===== config.mk =====
export PLATFORM = sky130hd
export DESIGN_NAME = aud_dma_out
export DESIGN_NICKNAME = d
export VERILOG_FILES = /design/src/rtl/aud_dma_pkg.sv /design/src/rtl/aud_dma_queue.sv /design/src/rtl/aud_dma_pacer.sv /design/src/rtl/aud_dma_fetch.sv /design/src/rtl/aud_dma_out.sv
export SDC_FILE = /design/constraint.sdc
export NUM_CORES = 1
export LEC_CHECK = 0
export BUFFER_PORTS_ARGS = -buffer_cell sky130_fd_sc_hd__buf_2
export CORE_MARGIN = 4
export CORE_UTILIZATION = 62
export DETAILED_ROUTE_END_ITERATION = 10
export GPL_TIMING_DRIVEN = 0
export PLACE_DENSITY = 0.86
export RECOVER_POWER = 100
export SYNTH_ARGS = -nofsm -noshare
export SYNTH_HDL_FRONTEND = slang
export SYNTH_SLANG_ARGS = --single-unit

===== constraint.sdc =====
create_clock -name clk -period 4.5 [get_ports clk]
set_clock_uncertainty 0.2 [all_clocks]
set_input_delay 0.45 -clock clk [delete_from_list [all_inputs] [get_ports clk]]
set_output_delay 0.45 -clock clk [all_outputs]
set_load 0.01 [all_outputs]

===== src/rtl/aud_dma_pkg.sv =====
package aud_dma_pkg;

   typedef enum logic [2:0] {
      SEL_ADDR = 3'd0,
      SEL_LEN  = 3'd1,
      SEL_CTRL = 3'd2,
      SEL_STAT = 3'd3,
      SEL_RATE = 3'd4,
      SEL_BCLK = 3'd5
   } reg_sel_e;

   localparam int STAT_FULL_BIT = 31;
   localparam int STAT_BUSY_BIT = 30;
   localparam int STAT_IRQ_BIT  = 0;
   localparam int CTRL_EN_BIT   = 0;
   localparam int ALIGN_BITS    = 3;
   localparam int WORD_BYTES    = 4;

endpackage


===== src/rtl/aud_dma_queue.sv =====
module aud_dma_queue #(
   parameter int AW = 24,
   parameter int WW = 16
) (
   input  logic          clk,
   input  logic          rst_n,
   input  logic          push,
   input  logic [AW-1:0] push_addr,
   input  logic [WW-1:0] push_words,
   input  logic          take,
   output logic          act_v,
   output logic          pend_v,
   output logic [AW-1:0] act_addr,
   output logic          promote
);
   import aud_dma_pkg::*;

   typedef struct packed {
      logic [AW-1:0] addr;
      logic [WW-1:0] words;
   } slot_t;

   slot_t act_q, pend_q, incoming;
   logic  act_vq, pend_vq;
   logic  full, accept, last;

   always_comb begin
      incoming = '{addr: push_addr, words: push_words};
      full     = act_vq & pend_vq;
      accept   = push & ~full & (push_words != '0);
      last     = take & (act_q.words == WW'(1));
      promote  = (accept & (~act_vq | (last & ~pend_vq))) | (last & pend_vq);
   end

   always_ff @(posedge clk or negedge rst_n) begin
      if (!rst_n) begin
         act_q   <= '0;
         pend_q  <= '0;
         act_vq  <= 1'b0;
         pend_vq <= 1'b0;
      end else if (last) begin
         if (pend_vq) begin
            act_q   <= pend_q;
            pend_vq <= 1'b0;
         end else if (accept) begin
            act_q   <= incoming;
         end else begin
            act_vq  <= 1'b0;
         end
      end else begin
         if (take) begin
            act_q.addr  <= act_q.addr + AW'(WORD_BYTES);
            act_q.words <= act_q.words - WW'(1);
         end
         if (accept) begin
            if (!act_vq) begin
               act_q  <= incoming;
               act_vq <= 1'b1;
            end else begin
               pend_q  <= incoming;
               pend_vq <= 1'b1;
            end
         end
      end
   end

   assign act_v    = act_vq;
   assign pend_v   = pend_vq;
   assign act_addr = act_q.addr;

endmodule


===== src/rtl/aud_dma_pacer.sv =====
module aud_dma_pacer #(
   parameter int W      = 14,
   parameter bit TOGGLE = 1'b0
) (
   input  logic         clk,
   input  logic         rst_n,
   input  logic         en,
   input  logic [W-1:0] limit,
   output logic         evt
);
   logic [W-1:0] cnt;
   logic         hit;

   assign hit = en & (cnt == limit);

   always_ff @(posedge clk or negedge rst_n) begin
      if (!rst_n)          cnt <= '0;
      else if (!en || hit) cnt <= '0;
      else                 cnt <= cnt + W'(1);
   end

   generate
      if (TOGGLE) begin : g_toggle
         logic lvl;
         always_ff @(posedge clk or negedge rst_n) begin
            if (!rst_n)   lvl <= 1'b0;
            else if (hit) lvl <= ~lvl;
         end
         assign evt = lvl;
      end else begin : g_pulse
         assign evt = hit;
      end
   endgenerate

endmodule


===== src/rtl/aud_dma_fetch.sv =====
module aud_dma_fetch #(
   parameter int AW = 24
) (
   input  logic          clk,
   input  logic          rst_n,
   input  logic          en,
   input  logic          act_v,
   input  logic [AW-1:0] act_addr,
   input  logic          tick,
   input  logic          mem_req_ready,
   input  logic          mem_rsp_valid,
   input  logic [31:0]   mem_rsp_data,
   output logic          mem_req_valid,
   output logic [AW-1:0] mem_req_addr,
   output logic          take,
   output logic          pcm_strobe,
   output logic [15:0]   pcm_left,
   output logic [15:0]   pcm_right
);
   logic        outst, hold_v, fire;
   logic [31:0] hold_d;

   assign mem_req_valid = en & act_v & ~outst & ~hold_v;
   assign mem_req_addr  = act_addr;
   assign take          = mem_req_valid & mem_req_ready;
   assign fire          = tick & hold_v;

   always_ff @(posedge clk or negedge rst_n) begin
      if (!rst_n) begin
         outst      <= 1'b0;
         hold_v     <= 1'b0;
         hold_d     <= '0;
         pcm_strobe <= 1'b0;
         pcm_left   <= '0;
         pcm_right  <= '0;
      end else begin
         if (take)               outst <= 1'b1;
         else if (mem_rsp_valid) outst <= 1'b0;

         if (mem_rsp_valid && outst) begin
            hold_v <= 1'b1;
            hold_d <= mem_rsp_data;
         end else if (fire) begin
            hold_v <= 1'b0;
         end

         pcm_strobe <= fire;
         if (fire) begin
            pcm_left  <= hold_d[31:16];
            pcm_right <= hold_d[15:0];
         end
      end
   end

endmodule


===== src/rtl/aud_dma_out.sv =====
module aud_dma_out #(
   parameter int AW     = 24,
   parameter int LW     = 18,
   parameter int RATE_W = 14,
   parameter int BCLK_W = 5
) (
   input  logic          clk,
   input  logic          rst_n,
   input  logic          reg_we,
   input  logic [2:0]    reg_sel,
   input  logic [31:0]   reg_wdata,
   output logic [31:0]   reg_rdata,
   output logic          mem_req_valid,
   input  logic          mem_req_ready,
   output logic [AW-1:0] mem_req_addr,
   input  logic          mem_rsp_valid,
   input  logic [31:0]   mem_rsp_data,
   output logic          pcm_strobe,
   output logic [15:0]   pcm_left,
   output logic [15:0]   pcm_right,
   output logic          bit_clk,
   output logic          irq
);
   import aud_dma_pkg::*;

   localparam int WW = LW - 2;

   generate
      if (AW < 8 || AW > 32) begin : g_bad_aw
         $error("aud_dma_out: AW must lie in 8..32");
      end
      if (LW < 4 || LW > 32) begin : g_bad_lw
         $error("aud_dma_out: LW must lie in 4..32");
      end
      if (RATE_W < 1 || RATE_W > 32 || BCLK_W < 1 || BCLK_W > 32) begin : g_bad_div
         $error("aud_dma_out: divider widths must lie in 1..32");
      end
   endgenerate

   logic [AW-1:0]     addr_hold;
   logic [LW-1:0]     len_reg;
   logic              en_q;
   logic [RATE_W-1:0] rate_q;
   logic [BCLK_W-1:0] bclk_q;
   logic              irq_q;

   logic wr_addr, wr_len, wr_ctrl, wr_stat, wr_rate, wr_bclk;
   logic q_act_v, q_pend_v, q_promote, take, tick;
   logic [AW-1:0] q_act_addr;
   logic [WW-1:0] push_words;
   logic          unused_wdata;

   assign wr_addr = reg_we & (reg_sel == SEL_ADDR);
   assign wr_len  = reg_we & (reg_sel == SEL_LEN);
   assign wr_ctrl = reg_we & (reg_sel == SEL_CTRL);
   assign wr_stat = reg_we & (reg_sel == SEL_STAT);
   assign wr_rate = reg_we & (reg_sel == SEL_RATE);
   assign wr_bclk = reg_we & (reg_sel == SEL_BCLK);

   assign push_words   = {reg_wdata[LW-1:ALIGN_BITS], 1'b0};
   assign unused_wdata = ^reg_wdata;

   always_ff @(posedge clk or negedge rst_n) begin
      if (!rst_n) begin
         addr_hold <= '0;
         len_reg   <= '0;
         en_q      <= 1'b0;
         rate_q    <= '0;
         bclk_q    <= '0;
         irq_q     <= 1'b0;
      end else begin
         if (wr_addr) addr_hold <= {reg_wdata[AW-1:ALIGN_BITS], {ALIGN_BITS{1'b0}}};
         if (wr_len)  len_reg   <= {reg_wdata[LW-1:ALIGN_BITS], {ALIGN_BITS{1'b0}}};
         if (wr_ctrl) en_q      <= reg_wdata[CTRL_EN_BIT];
         if (wr_rate) rate_q    <= reg_wdata[RATE_W-1:0];
         if (wr_bclk) bclk_q    <= reg_wdata[BCLK_W-1:0];
         if (q_promote)    irq_q <= 1'b1;
         else if (wr_stat) irq_q <= 1'b0;
      end
   end

   always_comb begin
      reg_rdata = '0;
      case (reg_sel)
         SEL_ADDR: reg_rdata[AW-1:0]     = addr_hold;
         SEL_LEN:  reg_rdata[LW-1:0]     = len_reg;
         SEL_CTRL: reg_rdata[CTRL_EN_BIT] = en_q;
         SEL_STAT: begin
            reg_rdata[STAT_FULL_BIT] = q_act_v & q_pend_v;
            reg_rdata[STAT_BUSY_BIT] = q_act_v;
            reg_rdata[STAT_IRQ_BIT]  = irq_q;
         end
         SEL_RATE: reg_rdata[RATE_W-1:0] = rate_q;
         SEL_BCLK: reg_rdata[BCLK_W-1:0] = bclk_q;
         default:  reg_rdata = '0;
      endcase
   end

   aud_dma_queue #(.AW(AW), .WW(WW)) u_queue (
      .clk        (clk),
      .rst_n      (rst_n),
      .push       (wr_len),
      .push_addr  (addr_hold),
      .push_words (push_words),
      .take       (take),
      .act_v      (q_act_v),
      .pend_v     (q_pend_v),
      .act_addr   (q_act_addr),
      .promote    (q_promote)
   );

   aud_dma_pacer #(.W(RATE_W), .TOGGLE(1'b0)) u_rate (
      .clk   (clk),
      .rst_n (rst_n),
      .en    (en_q),
      .limit (rate_q),
      .evt   (tick)
   );

   aud_dma_pacer #(.W(BCLK_W), .TOGGLE(1'b1)) u_bclk (
      .clk   (clk),
      .rst_n (rst_n),
      .en    (en_q),
      .limit (bclk_q),
      .evt   (bit_clk)
   );

   aud_dma_fetch #(.AW(AW)) u_fetch (
      .clk           (clk),
      .rst_n         (rst_n),
      .en            (en_q),
      .act_v         (q_act_v),
      .act_addr      (q_act_addr),
      .tick          (tick),
      .mem_req_ready (mem_req_ready),
      .mem_rsp_valid (mem_rsp_valid),
      .mem_rsp_data  (mem_rsp_data),
      .mem_req_valid (mem_req_valid),
      .mem_req_addr  (mem_req_addr),
      .take          (take),
      .pcm_strobe    (pcm_strobe),
      .pcm_left      (pcm_left),
      .pcm_right     (pcm_right)
   );

   assign irq = irq_q;

endmodule


==> run summary <==
Clock root buffer: clkbuf_16
Die Wd: 141 um
Post-synthesis instance total: 987
Most frequent cells in the layout: dfrtp_1 (220), mux2_2 (104), nor2_1 (103)
Initial antenna violation count: 0
Leak Pwr: 6.17 nW
Iter 0 DRT Violations: 883
Vias per inst: 6.18
IO Pins: 164
Clock transition at path regs: 70 ps
TNS Setup: 0 ps
Die area: 19800 um2
Vias: 8981
Seq/Total Area, Yosys: 50.3%
Worst-skew pair later-pin latency: 520 ps
Maximum clock path buffer count: 3
Maximum capacitance violations: 1
P&R area growth vs syn: 19.1%
Post-DP HPWL: 20.2 mm
Setup CP Type: reg2reg
Pins over their slew limit: 94
Number of flops mapped to enable cells by yosys: 0
Area post-placement: 12000 um2
DRT Wirelength: 32.5 mm
Syn_area_per_cell: 11.1 um2
Top cells by area, synth: dfrtp_1 (50%), mux2_2 (12%), mux2_4 (4.0%)
Routed WL per cell: 22.4 um
Nets: 1287
Yosys cell types: 67
Synth area leader: dfrtp_1
Peak Freq: 0.255 GHz
Peak VDD IR: 0.432 mV
# diodes: 0
Max_slew headroom: -63.1%
Final hold vios: 0
Reg with most FFs: u_queue.pend_q
Worst Tran Pin Value: 2450 ps
Layout cells sized above 1: 23.1%
Resized cells post-CTS: 0
Commonest non-fill, non-tap cell in the layout: dfrtp_1
GPL Wtd Cong: 0.977
CTS tree: done
FFs w/ async S/R, synth: 100%
Final period util: 87.2%
Pwr dens: 482 nW/um2
Worst EP arrival: 4090 ps
Antenna-violating nets left: 0
Violated checks: max-capacitance violations, max-slew violations
PortBufs: 146
#FFs+latches synth: 220
Setup crit start kind: flip-flop
GR Util All Layers: 32.8%
Critical-path maximum fanout: 10
Post-synth top area share: 50.3%
Starting Density: 63.2%
Post-layout instance area: 13000 um2
CP Capture Type: flip-flop
CTS sink cnt: 220
H-tree Lvls: 1
Minimum clock period: 3920 ps
Vias in the first global route: 9425
Critical Path RT: 4660 ps
Status: finished with violations
CTS buffer count: 24
DR pass1 iterations: 7
Max FFs per register: 36
Mapped cell area: 10900 um2
Final setup violation count: 0
First-pass GRT wire length: 51.5 mm
Num rows: 48
# fillers: 1133
Post-CTS setup buffers: 0
GRT overflow: 0
Drt drc: 0
CORE AREA: 17300 um2
Height of the die: 141 um
Top_reg_cell synth: dfrtp_1
YS warnings: 0
Pin count of the biggest net entering global routing: 128
RSZ-0062 raised after global routing: no
Hold WC Path Type: in2reg
worst max-delay path, stage by stage, from the launching register on:
cell and delay (ps):
dfrtp_1 310, buf_2 230, nor4bb_1 320, buf_2 290
nand2_1 90, clkbuf_1 290, o41ai_1 920, nand2_1 370
clkbuf_1 390, o22ai_1 280, a21oi_1 60
power breakdown:
group	switching (mW)	total [mW]	internal [mW]
combinational	0.625	1.31	0.681
sequential	0.461	2.86	2.40
clock	0.844	2.11	1.27
timing repair:
| item | in CTS | in global routing |
|---|---|---|
| hold buffers | 43 | 0 |
| hold endpoints to repair | 137 | 0 |
| setup endpoints to repair | 0 | 0 |
metal layers:
layer | up-vias | track usage [%] | wire length, um
met2 | 530 | 56.2 | 16200
li1 | 3881 | - | -
met5 | - | 0 | 0
met1 | 4446 | 40.5 | 11900
met4 | 0 | 13.7 | 1450
met3 | 124 | 6.89 | 2980
layout make-up:
class | instances | area, um2 | area share, %
multi-input cells | 685 | 4820 | 37.0
inverters | 12 | 45.0 | 0.346
well taps | 225 | 282 | 2.16
repair buffers | 190 | 1120 | 8.58
clock buffers | 31 | 698 | 5.36
flip-flops and latches | 220 | 5510 | 42.3
plain buffers | 77 | 408 | 3.13
clock inverters | 13 | 153 | 1.17
kinds of logic after synthesis:
family | after synthesis | synth area share, %
DFF | 220 | 50.3
AOI/OAI and AO/OA | 119 | 7.33
xor gates and xnor gates | 62 | 4.96
adders and majority gates | 5 | 0.572
and+or+nand+nor | 329 | 14.3
other | 1 | 0.0343
buffers and inverters | 89 | 4.76
muxes | 162 | 17.7
final timing paths:
path / start / to / slack (ps) / cells after the start
max: en_q / u_queue.act_addr[20] / 580 / 10
min: reg_wdata[15] / len_reg[15] / 20 / 3
max reg2reg: en_q / u_queue.act_addr[20] / 580 / 10
min reg2reg: len_reg[7] / len_reg[7] / 280 / 2
max in group asynchronous: rst_n / bclk_q[1] / 1600 / 3
min in group asynchronous: rst_n / addr_hold[21] / 1000 / 2
through the flow:
| stage | total power, mW | util (%) | hold slack [ps] | cells | setup slack (ps) |
|---|---|---|---|---|---|
| after floorplan | 3.62 | - | -45.6 | 994 | 1520 |
| after detailed placement | 4.09 | 69.5 | 260 | 1366 | 784 |
| after global placement | 4.02 | 69.2 | 251 | 1365 | -935 |
| after CTS | 6.22 | 76.9 | 18.6 | 1453 | 719 |
| after global routing | 6.54 | 75.3 | 35.8 | 1453 | 421 |
| final | 6.28 | 75.3 | 21.9 | 1453 | 577 |
Yosys cell counts, drive strengths merged (2+ instances only):
cell     count
a32oi        2
a21o         2
o311ai       2
o211ai       3
a211o        3
dfrtp      220
and2        14
nand3b       2
o2bb2ai      7
a221oi       3
a32o         2
xor2        34
buf         48
nor4         9
a211oi       9
ha           5
clkbuf      29
a22oi        6
o22ai        7
nand2       97
o22a         2
nor3        24
nand3       21
nor4bb       2
mux4         2
or4          5
or2          3
xnor2       28
nor2       103
nand2b       6
mux2i       18
o32ai        3
a2bb2oi      3
mux2       142
inv         11
and4         3
nor2b        5
or3          2
a21oi       36
and3        13
o21ai       20
a31oi        3
nand4       16
Power figures use the tool's default switching activity.
